===== src/rtl/fsm_pair_pkg.sv =====
package fsm_pair_pkg;
  localparam int NUM_STATES = 4;
  localparam int STATE_W    = $clog2(NUM_STATES);

  typedef enum logic [STATE_W-1:0] {
    ST_Q0 = 2'b00,
    ST_Q1 = 2'b01,
    ST_Q2 = 2'b10,
    ST_Q3 = 2'b11
  } fsm_state_e;
endpackage


===== src/rtl/fsm_pair_step.sv =====
module fsm_pair_step
  import fsm_pair_pkg::*;
(
  input  fsm_state_e state_i,
  input  logic       x_i,
  output fsm_state_e next_o
);
  always_comb begin
    unique case (state_i)
      ST_Q0:   next_o = x_i ? ST_Q2 : ST_Q1;
      ST_Q1:   next_o = x_i ? ST_Q3 : ST_Q2;
      ST_Q2:   next_o = x_i ? ST_Q3 : ST_Q0;
      default: next_o = x_i ? ST_Q0 : ST_Q3;
    endcase
  end
endmodule


===== src/rtl/fsm_pair_mealy_dec.sv =====
module fsm_pair_mealy_dec
  import fsm_pair_pkg::*;
(
  input  fsm_state_e state_i,
  input  logic       valid_i,
  input  logic       x_i,
  output logic       out_o
);
  logic hit;
  always_comb begin
    unique case (state_i)
      ST_Q1:   hit = x_i;
      ST_Q2:   hit = ~x_i;
      default: hit = 1'b0;
    endcase
  end
  assign out_o = valid_i & hit;
endmodule


===== src/rtl/fsm_pair_moore_dec.sv =====
module fsm_pair_moore_dec
  import fsm_pair_pkg::*;
(
  input  fsm_state_e state_i,
  output logic       out_o
);
  assign out_o = (state_i == ST_Q1);
endmodule


===== src/rtl/fsm_pair_core.sv =====
module fsm_pair_core
  import fsm_pair_pkg::*;
#(
  parameter bit IS_MOORE = 1'b0
) (
  input  logic               clk_i,
  input  logic               rst_ni,
  input  logic               valid_i,
  input  logic               x_i,
  output logic               out_o,
  output logic [STATE_W-1:0] state_o
);
  fsm_state_e state_q, state_d, step_next;

  fsm_pair_step i_step (
    .state_i (state_q),
    .x_i     (x_i),
    .next_o  (step_next)
  );

  assign state_d = valid_i ? step_next : state_q;

  always_ff @(posedge clk_i or negedge rst_ni) begin
    if (!rst_ni) state_q <= ST_Q0;
    else         state_q <= state_d;
  end

  assign state_o = state_q;

  generate
    if (IS_MOORE) begin : g_moore
      fsm_pair_moore_dec i_dec (
        .state_i (state_q),
        .out_o   (out_o)
      );
      // output may only rise after a qualified edge
      a_r6_moore_rise_after_step: assert property (@(posedge clk_i) disable iff (!rst_ni)
        $rose(out_o) |-> $past(valid_i));
    end else begin : g_mealy
      fsm_pair_mealy_dec i_dec (
        .state_i (state_q),
        .valid_i (valid_i),
        .x_i     (x_i),
        .out_o   (out_o)
      );
      a_r5_mealy_idle_low: assert property (@(posedge clk_i) disable iff (!rst_ni)
        !valid_i |-> !out_o);
      a_r4_mealy_q0_q3_low: assert property (@(posedge clk_i) disable iff (!rst_ni)
        (state_q == ST_Q0 || state_q == ST_Q3) |-> !out_o);
    end
  endgenerate

  a_r3_hold_when_idle: assert property (@(posedge clk_i) disable iff (!rst_ni)
    !valid_i |=> $stable(state_q));
  a_r2_q3_stay_on_zero: assert property (@(posedge clk_i) disable iff (!rst_ni)
    (valid_i && !x_i && state_q == ST_Q3) |=> state_q == ST_Q3);
  a_r2_q0_always_leaves: assert property (@(posedge clk_i) disable iff (!rst_ni)
    (valid_i && state_q == ST_Q0) |=> (state_q == ST_Q1 || state_q == ST_Q2));
  a_r2_q2_one_to_q3: assert property (@(posedge clk_i) disable iff (!rst_ni)
    (valid_i && x_i && state_q == ST_Q2) |=> state_q == ST_Q3);
endmodule


===== src/rtl/fsm_pair.sv =====
module fsm_pair
  import fsm_pair_pkg::*;
(
  input  logic               clk_i,
  input  logic               rst_ni,
  input  logic               valid_i,
  input  logic               x_i,
  output logic               mealy_o,
  output logic               moore_o,
  output logic [STATE_W-1:0] mealy_state_o,
  output logic [STATE_W-1:0] moore_state_o
);
  fsm_pair_core #(.IS_MOORE(1'b0)) i_mealy (
    .clk_i   (clk_i),
    .rst_ni  (rst_ni),
    .valid_i (valid_i),
    .x_i     (x_i),
    .out_o   (mealy_o),
    .state_o (mealy_state_o)
  );

  fsm_pair_core #(.IS_MOORE(1'b1)) i_moore (
    .clk_i   (clk_i),
    .rst_ni  (rst_ni),
    .valid_i (valid_i),
    .x_i     (x_i),
    .out_o   (moore_o),
    .state_o (moore_state_o)
  );

  a_r9_states_agree: assert property (@(posedge clk_i) disable iff (!rst_ni)
    mealy_state_o == moore_state_o);
endmodule


===== config.mk =====
export PLATFORM = sky130hd
export DESIGN_NAME = fsm_pair
export DESIGN_NICKNAME = d
export VERILOG_FILES = /design/src/rtl/fsm_pair_pkg.sv /design/src/rtl/fsm_pair_step.sv /design/src/rtl/fsm_pair_mealy_dec.sv /design/src/rtl/fsm_pair_moore_dec.sv /design/src/rtl/fsm_pair_core.sv /design/src/rtl/fsm_pair.sv
export SDC_FILE = /design/constraint.sdc
export NUM_CORES = 1
export LEC_CHECK = 0
export BUFFER_PORTS_ARGS = -buffer_cell sky130_fd_sc_hd__buf_2
export CELL_PAD_IN_SITES_DETAIL_PLACEMENT = 1
export CELL_PAD_IN_SITES_GLOBAL_PLACEMENT = 2
export CORE_AREA = 2 2 39 41
export CTS_CLUSTER_DIAMETER = 50
export DETAILED_ROUTE_END_ITERATION = 10
export DIE_AREA = 0 0 41 43
export HOLD_SLACK_MARGIN = 0.06
export PLACE_DENSITY_LB_ADDON = 0.1
export SLEW_MARGIN = 10
export SYNTH_ARGS = -nofsm -noshare
export SYNTH_HDL_FRONTEND = slang
export SYNTH_SLANG_ARGS = --single-unit

===== constraint.sdc =====
create_clock -name clk_i -period 0.8 [get_ports clk_i]
set_input_delay 0.04 -clock clk_i [delete_from_list [all_inputs] [get_ports clk_i]]
set_output_delay 0.04 -clock clk_i [all_outputs]
set_load 0.05 [all_outputs]

==> flow_summary.yaml <==
setup_path:
  critPathSlowestCell: "or3_4"
  worstPathArrival_ns: 1.30
  crit_chain: "inv_2 -> or3_4 -> a21boi_4 -> buf_6"
  rr_startpoint: "i_mealy.state_o[1]$_DFFE_PN0P_"
  end_kind: "primary output"
  cp_num_cells: 4
  crit_family: "simple AND/OR/NAND/NOR gates"
  crit_buf_inv: 2
  r2r_slack_ns: -0.34
  crit_required_ns: 0.76
  cp-start-kind: "flip-flop"
  worstSetupPathType: "flip-flop to primary output"
  max_stage_delay_ns: 0.37
  reg2reg_depth: 5
  worstPathMaxFanout: 3
  r2r-end: "i_mealy.state_o[0]$_DFFE_PN0P_"
run_status:
  status: "finished, violations left"
  violations: "negative setup slack"
timing:
  rsz0062_at_grt: "yes"
  maxSlewViolCount: 0
  min_period_ns: 1.34
  relSlewSlack: 0.880
  setup_ws_ns: -0.536
  finalCritPeriodShare: 1.67
  worst_slew_pin_slew_ns: 0.179
  fin_worst_skew_ns: 0.0000353
  hold_viol: 0
  max_freq_ghz: 0.748
  setup_viol: 10
placed_design:
  portBuffers: 9
  place_ws_ns: -0.379
  dp.cells: 50
  place_congestion: 0.581
  dpl.hpwl_um: 459
floorplanning:
  dieArea_um2: 1760
  rows: 14
  die_x_um: 41
  core-area_um2: 1380
  start_util: 0.160
  die_h_um: 43
  io_pins: 10
power:
  seqPwrFrac: 0.216
  powerDensity_nw_per_um2: 4300
  irDropWorstVdd_uv: 1940
  pwr-share-comb: 0.654
  p_int_mw: 1.05
  power_switching_uw: 848
  finalPower_mw: 1.90
  leakagePower_nw: 0.197
  power_frac_clock: 0.130
  switching_share: 0.446
hold_path:
  worst_hold_path_type: "input port to flip-flop"
  holdPathStages: 2
  min_to: "i_moore.state_o[1]$_DFFE_PN0P_"
  worstHoldStart: "valid_i"
yosys:
  ys.flop_type: "dfrtp_1"
  synthSimpleGateAreaFrac: 0.158
  synth_compound_area_frac: 0.147
  synthTopCellsByCount: "dfrtp_1 (4), xnor2_1 (4), nand3_1 (3)"
  muxShareOfSynthArea: 0
  synth_edf_count: 0
  yosys_warnings: 0
  synth_nets: 27
  yosysUniqueCellTypes: 11
  synth_area_leaders: "dfrtp_1 (45%), xnor2_1 (16%), nand3_1 (6.8%)"
  netlist_area_um2: 221
  ys_ff_latch: 4
  synth_area_leader_cell: "dfrtp_1"
  synth_top_family_by_area: "simple AND/OR/NAND/NOR gates"
  syn_area_per_cell_um2: 9.63
  async_reset_ff_frac: 1.00
  syn-instance-count: 23
  ys_seq_area_frac: 0.452
  synthAdderAreaFrac: 0
  synthXorXnorAreaFrac: 0.158
  netlist.area_leader.share: 0.452
clock_tree:
  cts_tree: "built"
  htree_num_levels: 1
  root_buffer: "clkbuf_4"
  cts.sinks: 4
  clockBufferDepth: 2
  worstSkewPairLatency_ns: 0.23
  clk_pin_slew_worst_paths_ns: 0.04
  cts_buffers: 3
finish:
  nets: 47
  final_cells: 57
  areaGrowthSynthToFinish_pct: 99.4
  insertedDiodeCount: 0
  fin_util: 0.319
  drive_above_1_share: 0.659
routing:
  drc: 0
  drt_iter0_drc: 0
  routed_via_density: 4.16
  dr.pass1.iters: 1
  routed-via-count: 237
  routed_wl_um: 627
  wl_per_cell_um: 11.0
  drt.antenna.violating_nets: 0
global_route:
  grt_pass1_wl_um: 952
  track_usage: 0.0898
  gr-total-overflow: 0
  grt_max_degree: 8
  antenna_found_initial: 0
  grt_pass1_vias: 229
flow_run:
  maxCapViolCount: 0
[metal layers]
layer	global-route usage	part of all wire
met2	0.122	0.55
met5	0	0
met1	0.0948	0.36
met4	0.0200	0
met3	0.0942	0.096
[how the worst max path moves through the flow]
stage                         end  slack, ns                      startpoint
final                     mealy_o      -0.54  i_mealy.state_o[1]$_DFFE_PN0P_
after floorplan           mealy_o      -0.56  i_mealy.state_o[1]$_DFFE_PN0P_
after detailed placement  mealy_o      -0.38  i_mealy.state_o[1]$_DFFE_PN0P_
after global routing      mealy_o      -0.60  i_mealy.state_o[1]$_DFFE_PN0P_
after global placement    mealy_o      -0.38  i_mealy.state_o[1]$_DFFE_PN0P_
after CTS                 mealy_o      -0.55  i_mealy.state_o[1]$_DFFE_PN0P_
[power groups by stage]
stage               Clock (mW)  Sequential [mW]  Combinational [mW]
floorplan                    0            0.708               0.353
global placement             0            0.403               0.895
detailed placement           0            0.406               0.901
CTS                      0.261            0.419                1.12
global route             0.293            0.426                1.30
finish                   0.247            0.411                1.24
[through the flow]
stage	area, um^2	hold WS, ns	setup TNS, ns
2_1_floorplan	250	-0.256	-1.45
3_3_place_gp	327	-0.153	-0.865
3_5_place_dp	327	-0.152	-0.918
4_1_cts	412	0.0715	-1.84
5_1_grt	442	0.0795	-2.49
6_report	442	0.0808	-2.00
[cell type report]
type / instances / area, um^2
clock buffers: 3 / 22.5
fillers: 158 / 942
inverters: 2 / 7.51
multi-input cells: 16 / 134
flip-flops and latches: 4 / 105
well taps: 16 / 20.0
repair buffers: 16 / 153
[layout by cell type, fill, tap and decap left out, types with 2 or more instances in the layout]
cell / Yosys / routed
o211ai_1: 2 / 2
buf_4: 0 / 4
dfrtp_2: 0 / 4
xnor2_1: 4 / 3
nand2_1: 2 / 2
nand3_1: 3 / 3
clkbuf_4: 0 / 3
buf_8: 0 / 2
buf_6: 1 / 6
buf_2: 0 / 3
[what timing repair did]
item,CTS,global route
endpoints found under the setup margin,10,10
endpoints found under the hold margin,4,0
pin swaps,2,2
resized for setup,16,2
hold buffers,1,0
setup buffers,0,3
[kinds of logic after synthesis]
logic type | Yosys count
AOI/OAI and AO/OA | 5
xor gates and xnor gates | 4
and+or+nand+nor | 7
buffers and inverters | 3
DFF | 4
[flip-flops by register name (all words and copies together) (netlist names)]
signal           count
i_moore.state_o      2
i_mealy.state_o      2
No activity file was read; power rests on OpenSTA's default activity.
